<file path="config.mk">
export PLATFORM = sky130hd
export DESIGN_NAME = erase_batch_window
export DESIGN_NICKNAME = d
export VERILOG_FILES = /design/src/rtl/erase_batch_pkg.sv /design/src/rtl/ebw_window_timer.sv /design/src/rtl/ebw_sector_map.sv /design/src/rtl/ebw_phase_ctrl.sv /design/src/rtl/erase_batch_window.sv
export SDC_FILE = /design/constraint.sdc
export NUM_CORES = 1
export LEC_CHECK = 0
export ABC_AREA = 1
export BUFFER_PORTS_ARGS = -buffer_cell sky130_fd_sc_hd__buf_2
export CAP_MARGIN = 20
export CORE_MARGIN = 2
export CORE_UTILIZATION = 56
export DETAILED_ROUTE_END_ITERATION = 16
export PLACE_DENSITY_LB_ADDON = 0.1
export SLEW_MARGIN = 25
export SYNTH_ARGS = -nofsm -noshare
export SYNTH_HDL_FRONTEND = slang
export SYNTH_SLANG_ARGS = --single-unit
</file>
<file path="constraint.sdc">
create_clock -name clk -period 3.5 [get_ports clk]
set_input_delay 0.35 -clock clk [delete_from_list [all_inputs] [get_ports clk]]
set_output_delay 0.35 -clock clk [all_outputs]
set_load 0.01 [all_outputs]
</file>
<file path="src/rtl/erase_batch_pkg.sv">
package erase_batch_pkg;

    typedef enum logic [1:0] {
        CMD_OTHER   = 2'd0,
        CMD_SECTOR  = 2'd1,
        CMD_CHIP    = 2'd2,
        CMD_SUSPEND = 2'd3
    } cmd_kind_e;

    typedef enum logic [1:0] {
        PH_IDLE   = 2'd0,
        PH_WINDOW = 2'd1,
        PH_ERASE  = 2'd2
    } phase_e;

endpackage

</file>
<file path="src/rtl/ebw_window_timer.sv">
module ebw_window_timer #(
    parameter int WIN_CYC = 8
) (
    input  logic clk,
    input  logic rst_n,
    input  logic restart,
    output logic last
);
    localparam int CNT_W = $clog2(WIN_CYC + 1) + 1;

    typedef struct packed {
        logic [CNT_W-1:0] cnt;
    } tmr_t;

    tmr_t tmr_d, tmr_q;

    always_comb begin
        tmr_d = tmr_q;
        if (restart) begin
            tmr_d.cnt = CNT_W'(WIN_CYC - 1);
        end else if (tmr_q.cnt != '0) begin
            tmr_d.cnt = tmr_q.cnt - 1'b1;
        end
    end

    always_ff @(posedge clk) begin
        if (!rst_n) tmr_q <= '0;
        else        tmr_q <= tmr_d;
    end

    assign last = (tmr_q.cnt == '0);
endmodule

</file>
<file path="src/rtl/ebw_sector_map.sv">
module ebw_sector_map #(
    parameter int NUM_SECT = 16,
    parameter int IDX_W    = (NUM_SECT > 1) ? $clog2(NUM_SECT) : 1
) (
    input  logic                clk,
    input  logic                rst_n,
    input  logic                set_en,
    input  logic [IDX_W-1:0]    set_idx,
    input  logic                fill_all,
    input  logic                clear,
    output logic [NUM_SECT-1:0] map
);
    typedef struct packed {
        logic [NUM_SECT-1:0] bits;
    } map_t;

    map_t map_d, map_q;

    always_comb begin
        map_d = map_q;
        if (clear) begin
            map_d.bits = '0;
        end else if (fill_all) begin
            map_d.bits = '1;
        end else begin
            for (int i = 0; i < NUM_SECT; i++) begin
                if (set_en && (set_idx == IDX_W'(i))) map_d.bits[i] = 1'b1;
            end
        end
    end

    always_ff @(posedge clk) begin
        if (!rst_n) map_q <= '0;
        else        map_q <= map_d;
    end

    assign map = map_q.bits;
endmodule

</file>
<file path="src/rtl/ebw_phase_ctrl.sv">
module ebw_phase_ctrl
    import erase_batch_pkg::*;
(
    input  logic      clk,
    input  logic      rst_n,
    input  logic      cmd_valid,
    input  cmd_kind_e cmd_kind,
    input  logic      idx_ok,
    input  logic      win_last,
    input  logic      engine_done,
    output logic      timer_restart,
    output logic      map_set,
    output logic      map_fill,
    output logic      map_clear,
    output phase_e    phase,
    output logic      erase_start,
    output logic      suspend_out
);
    typedef struct packed {
        phase_e phase;
        logic   start;
        logic   susp;
    } ctl_t;

    ctl_t ctl_d, ctl_q;
    logic sect_cmd;

    assign sect_cmd = cmd_valid && (cmd_kind == CMD_SECTOR) && idx_ok;

    always_comb begin
        ctl_d         = ctl_q;
        ctl_d.start   = 1'b0;
        ctl_d.susp    = 1'b0;
        timer_restart = 1'b0;
        map_set       = 1'b0;
        map_fill      = 1'b0;
        map_clear     = 1'b0;
        unique case (ctl_q.phase)
            PH_IDLE: begin
                if (sect_cmd) begin
                    timer_restart = 1'b1;
                    map_set       = 1'b1;
                    ctl_d.phase   = PH_WINDOW;
                end else if (cmd_valid && (cmd_kind == CMD_CHIP)) begin
                    map_fill    = 1'b1;
                    ctl_d.phase = PH_ERASE;
                    ctl_d.start = 1'b1;
                end
            end
            PH_WINDOW: begin
                if (win_last) begin
                    ctl_d.phase = PH_ERASE;
                    ctl_d.start = 1'b1;
                end else if (sect_cmd) begin
                    timer_restart = 1'b1;
                    map_set       = 1'b1;
                end
            end
            PH_ERASE: begin
                if (cmd_valid && (cmd_kind == CMD_SUSPEND)) ctl_d.susp = 1'b1;
                if (engine_done) begin
                    map_clear   = 1'b1;
                    ctl_d.phase = PH_IDLE;
                end
            end
            default: ctl_d.phase = PH_IDLE;
        endcase
    end

    always_ff @(posedge clk) begin
        if (!rst_n) begin
            ctl_q.phase <= PH_IDLE;
            ctl_q.start <= 1'b0;
            ctl_q.susp  <= 1'b0;
        end else begin
            ctl_q <= ctl_d;
        end
    end

    assign phase       = ctl_q.phase;
    assign erase_start = ctl_q.start;
    assign suspend_out = ctl_q.susp;
endmodule

</file>
<file path="src/rtl/erase_batch_window.sv">
module erase_batch_window
    import erase_batch_pkg::*;
#(
    parameter int NUM_SECT = 16,
    parameter int WIN_CYC  = 8,
    parameter int IDX_W    = (NUM_SECT > 1) ? $clog2(NUM_SECT) : 1
) (
    input  logic                clk,
    input  logic                rst_n,
    input  logic                cmd_valid,
    input  logic [1:0]          cmd_kind,
    input  logic [IDX_W-1:0]    cmd_sector,
    input  logic                engine_done,
    output logic [NUM_SECT-1:0] sector_map,
    output logic                erase_start,
    output logic                dq3_status,
    output logic                suspend_out
);
    logic   idx_ok;
    logic   win_last;
    logic   timer_restart;
    logic   map_set;
    logic   map_fill;
    logic   map_clear;
    phase_e phase;

    assign idx_ok = (32'(cmd_sector) < NUM_SECT);

    ebw_window_timer #(
        .WIN_CYC (WIN_CYC)
    ) u_timer (
        .clk     (clk),
        .rst_n   (rst_n),
        .restart (timer_restart),
        .last    (win_last)
    );

    ebw_sector_map #(
        .NUM_SECT (NUM_SECT),
        .IDX_W    (IDX_W)
    ) u_map (
        .clk      (clk),
        .rst_n    (rst_n),
        .set_en   (map_set),
        .set_idx  (cmd_sector),
        .fill_all (map_fill),
        .clear    (map_clear),
        .map      (sector_map)
    );

    ebw_phase_ctrl u_ctrl (
        .clk           (clk),
        .rst_n         (rst_n),
        .cmd_valid     (cmd_valid),
        .cmd_kind      (cmd_kind_e'(cmd_kind)),
        .idx_ok        (idx_ok),
        .win_last      (win_last),
        .engine_done   (engine_done),
        .timer_restart (timer_restart),
        .map_set       (map_set),
        .map_fill      (map_fill),
        .map_clear     (map_clear),
        .phase         (phase),
        .erase_start   (erase_start),
        .suspend_out   (suspend_out)
    );

    assign dq3_status = (phase == PH_ERASE);
endmodule

</file>
== Yosys cells after proc, flatten, opt, wreduce, memory -nomap -nowiden ==
Cells that the tools add are included.

* Add/subtract/negate cells: 1
* Equality and inequality tests: 23
* Mux-type cells: 35
* Bitwise operators: 1
* Reductions and logical operators: 44

{| class="wikitable"
|+ Operators by type and width
! kind !! count
|-
| $reduce_bool 2->1 || 17
|-
| $eq 4x4->1 const B || 8
|-
| $mux 1 || 25
|-
| $logic_and 1x1->1 || 19
|-
| $eq 4x3->1 const B || 4
|-
| $mux 16 || 1
|-
| $mux 3 || 4
|-
| $eq 4x2->1 const B || 2
|-
| $eq 2x2->1 const B || 3
|-
| $pmux 2 s3 || 1
|-
| $logic_not 5->1 || 1
|-
| $reduce_bool 5->1 || 1
|-
| $sub 5x1->5 const B || 1
|-
| $eq 2x1->1 const B || 2
|-
| $eq 4x1->1 const B || 1
|-
| $logic_not 4->1 || 1
|-
| $mux 2 || 2
|-
| $pmux 1 s2 || 2
|-
| $reduce_or 2->1 || 2
|-
| $ne 3x1->1 const B || 1
|-
| $reduce_and 3->1 || 1
|-
| $logic_not 2->1 || 1
|-
| $ne 2x1->1 const B || 1
|-
| $ne 2x2->1 const B || 1
|-
| other kinds (2) || 2
|}

* Flip-flop bits (word level): 25
* Input port bits: 10
* Output and inout bits: 19
* Logic and storage cells: 125

== Logic depth before layout (Yosys ltp) ==
* Depth in word-level cells: 8
* Gate-level depth with buffers: 9
* Depth with buffers taken out: 9

== By module ==
From an unflattened synthesis, not the netlist that was laid out.

* Cell total of the unflattened synthesis: 161
* Area total of the unflattened synthesis: 1,154.9 um^2

{| class="wikitable"
|+ By module, submodules not included
! module !! instances !! cells an instance !! area an instance (um^2) !! seq. area each (um^2)
|-
| ebw_sector_map || 1 || 89 || 656.9 || 320.3
|-
| ebw_window_timer || 1 || 37 || 272.8 || 100.1
|-
| ebw_phase_ctrl || 1 || 32 || 211.5 || 80.1
|-
| erase_batch_window || 1 || 3 || 13.8 || 0.0
|}

== Worst setup path after synthesis ==
OpenSTA, ideal clock, no wires.

* Path type: reg2reg
* Start point: register u_timer.tmr_q[0] (netlist name)
* End point: register u_map.map_q (netlist bit u_map.map[0])
* Arrival time: 1,168 ps
* Data required time: 3,384 ps
* Path slack: 2,216 ps
* Cell stages (with the launch flop): 9
* Path buffers: 1
* Cells stage by stage: dfxtp_1 inv_1 ha_1 inv_1 nor2_1 nand3_2 buf_2 nand3_1 a21oi_2

* Cells in the longest elaborated chain, start to end: 5

{| class="wikitable"
|+ RTL lines
! item !! RTL line !! source
|-
| start, declared || ebw_window_timer.sv:15 || <nowiki>tmr_t tmr_d, tmr_q;</nowiki>
|-
| start signal, assigned || ebw_window_timer.sv:28 || <nowiki>else tmr_q <= tmr_d;</nowiki>
|-
| $logic_not 5->1 || ebw_window_timer.sv:31 || <nowiki>assign last = (tmr_q.cnt == '0);</nowiki>
|-
| $mux 1 || ebw_phase_ctrl.sv:51 || <nowiki>if (win_last) begin</nowiki>
|-
| $pmux 1 s2 || ebw_phase_ctrl.sv:38 || <nowiki>unique case (ctl_q.phase)</nowiki>
|-
| $logic_and 1x1->1 || ebw_sector_map.sv:27 || <nowiki>if (set_en && (set_idx == IDX_W'(i))) map_d.bits[i] = 1'b1;</nowiki>
|-
| $reduce_bool 2->1 (no source line) || - ||
|-
| end signal, assigned || ebw_sector_map.sv:34 || <nowiki>else map_q <= map_d;</nowiki>
|-
| end, declared || ebw_sector_map.sv:17 || <nowiki>map_t map_d, map_q;</nowiki>
|}

Every way passes these cells.
A chain may end at the register's enable or synchronous reset.

== Worst setup path after layout ==
* Start point: register u_timer.tmr_q[0] (netlist name)
* End point: register u_timer.tmr_q[0] (netlist name)

* Cells in the longest elaborated chain, start to end: 4

{| class="wikitable"
|+ RTL lines
! item
|-
| branches (longest 4 deep; another with $sub 5x1->5)
|}

Parallel ways; which one is timed is not known. The select of a mux whose other input is x is not followed.

==> qor.yml <==
drt:
  route.detailed.drc: 0
  final_antenna_net_count: 0
  wire_per_inst_um: 10.5
  vias: 1109
  drt_iter0_drc: 17
  routed_wirelength_um: 2340
  viasPerCell: 5.00
  dr.pass1.iters: 4
worst_setup_path:
  end_kind: "flop"
  r2r-end: "u_timer.tmr_q[0]$_SDFFE_PN0P_"
  cp.required_ns: 3.72
  crit_family: "simple AND/OR/NAND/NOR gates"
  rr_worst_depth: 9
  crit_fanout: 17
  critPathArrivalTime_ns: 1.83
  reg2reg_setup_slack_ns: 1.89
  cp_cell_sequence: "inv_1 -> ha_1 -> inv_1 -> nor2_1 -> nand3_2 -> nand2_1 -> nand2_1 -> nor2_1 -> nor2_1"
  crit_top_cell: "nor2_1"
  slowest_delay_ns: 0.33
  start_kind: "flop"
  critPathKind: "reg2reg"
  critPathLaunch: "u_timer.tmr_q[0]$_SDFFE_PN0P_"
  cp_slowest_cell: "dfxtp_1"
  worst-path-buf-inv: 2
  reg2reg_from: "u_timer.tmr_q[0]$_SDFFE_PN0P_"
logic_synthesis:
  synth_top_area_frac: 0.403
  synth-main-ff-cell: "dfxtp_1"
  synth_top_cell_by_area: "dfxtp_1"
  synthArstFlopShare: 0
  ys_ff_latch: 25
  yosysWarnings: 0
  synth_cell_type_count: 21
  synth-seq-area-share: 0.403
  syn_area_um2: 1240
  yosys.cell_count.top_type: "nor2_1"
  synth_cells: 166
  synth_commonest_cells: "43 x nor2_1, 25 x dfxtp_1, 23 x nand3_1"
  syn_nets: 178
  synth_top_cells_by_area: "dfxtp_1 40%, nor2_1 13%, nand3_1 9.3%"
  synth_edf_count: 0
  syn_avg_cell_area_um2: 7.48
worst_hold_path:
  hold_class: "in2reg"
  min_from: "rst_n"
  hold_path_depth: 3
  hold_path_end: "u_ctrl.phase[1]$_SDFFE_PN0P_"
clock_network:
  numCtsBuffers: 3
  cts_tree: "done"
  postCtsHoldBufs: 0
  cts.path.max_buffers: 2
  post_cts_resized: 0
  cts_setup_buffers: 0
  cts.reportedPaths.clkPinSlew_ns: 0.13
  clk-insertion-delay-late_ns: 0.32
  htreeDepth: 1
  root_buffer: "clkbuf_4"
  cts_sinks: 25
cells_and_area:
  fin_cells: 222
  n_antenna_cell: 0
  finalInstanceArea_um2: 1400
  fin_util: 0.650
  layout-drive-gt1-share: 0.268
  nFillCells: 195
  layout.nets: 207
  area_delta_synth_final_pct: 12.5
  seq_area_um2: 500
  multi_input_area_um2: 627
placed_design:
  post_dp_cell_area_um2: 1370
  io_buffers: 28
  dp_hpwl_um: 1830
  dp.cells: 218
  gp_congestion: 0.890
global_route:
  grt_pass1_vias: 1017
  grt_max_degree: 18
  grt_overflow: 0
  grt_pass1_wl_um: 4080
  grt_use_total: 0.208
  antenna_found_initial: 0
floorplanning:
  fp.dieW_um: 51.1
  pin_count: 29
  die_area_um2: 2610
  core_area_um2: 2150
  row_count: 17
  initial_utilization: 0.578
  die_h_um: 51.1
power_and_ir_drop:
  pwr_density_cell_nw_per_um2: 545
  leakagePower_nw: 0.640
  vdd_drop_max_uv: 452
sta:
  fmax_ghz: 0.620
  worst_slew_pin_slew_ns: 0.570
  fin_tns_setup_ns: 0
  hold_slack_ns: 0.313
  hold_viol_final: 0
  fin_skew_ns: 0.00971
  relSlewSlack: 0.619
  rsz0062_at_grt: "no"
  maxSlewViolCount: 0
  min_period_ns: 1.61
  setup_viol: 0
  timing.final.crit_share: 0.461
job:
  maxCapViolCount: 0
status:
  status: "completed"
-- final cells by class --
type,count,share of cell area
multi-input combinational,120,0.449
sequential,25,0.358
timing repair buffer,28,0.100
inverter,17,0.0475
tap,28,0.0251
clock buffer,3,0.0161
clock inverter,1,0.00358
-- state kept, by name, summed over array words and instances (netlist names) --
signal,cells
u_map.map,16
u_timer.tmr_q,5
u_ctrl.phase,2
u_ctrl.erase_start,1
u_ctrl.suspend_out,1
-- cell families (layout without fill, tap and decap cells) --
family                     Yosys count  count (layout)  share of synthesized area
DFF                                 25              25                      0.403
and+or+nand+nor                     94              94                      0.340
xor gates and xnor gates             3               3                     0.0212
AOI/OAI and AO/OA                   21              21                      0.124
buffers and inverters               21              49                     0.0917
adders and majority gates            2               2                     0.0202
-- metrics by stage --
step | setup WS [ns] | total power, mW
2_1_floorplan | 2.22 | 0.582
3_3_place_gp | 2.01 | 0.629
3_5_place_dp | 1.91 | 0.642
4_1_cts | 1.89 | 0.769
5_1_grt | 1.70 | 0.825
6_report | 1.89 | 0.761
-- worst min-delay path, stage by stage --
cell     delay [ns]
buf_2          0.15
nand2_1        0.08
inv_1          0.03
-- metal layers --
metal | GRT usage | part of all wire | wire, um
met1 | 0.234 | 0.41 | 955
met2 | 0.370 | 0.52 | 1230
met3 | 0.0292 | 0.046 | 108
met4 | 0.122 | 0.021 | 49
met5 | 0 | 0 | 0
-- layout by cell type (no fill, tap or decap) --
cell,n
nor2_1,43
buf_2,28
dfxtp_1,25
nand3_1,23
nand2_1,21
inv_1,14
a21oi_2,10
a21oi_1,10
xor2_1,3
clkbuf_4,3
inv_2,2
nand3_2,2
ha_1,2
nor2_4,1
nand2_2,1
nor3_4,1
nor2_2,1
inv_4,1
o21ai_4,1
nor4_1,1
clkinv_2,1
-- where the power goes --
group          switching [mW]  leakage (nW)  internal, mW
Combinational           0.176         0.418         0.105
Clock                  0.0819        0.0177        0.0428
Sequential             0.0282         0.205         0.328
Total                   0.286         0.640         0.475
-- worst max-delay path by stage --
stage                                    endpoint  slack [ns]  cells after the start
floorplan               u_map.map[0]$_SDFFE_PP0P_        2.22                      8
CTS                 u_timer.tmr_q[0]$_SDFFE_PN0P_        1.89                      9
finish              u_timer.tmr_q[0]$_SDFFE_PN0P_        1.89                      9
global placement    u_timer.tmr_q[0]$_SDFFE_PN0P_        2.01                      9
global route        u_timer.tmr_q[1]$_SDFFE_PN0P_        1.70                      9
detailed placement  u_timer.tmr_q[0]$_SDFFE_PN0P_        1.91                      9
Note: power is estimated with default switching activity, not from simulation.
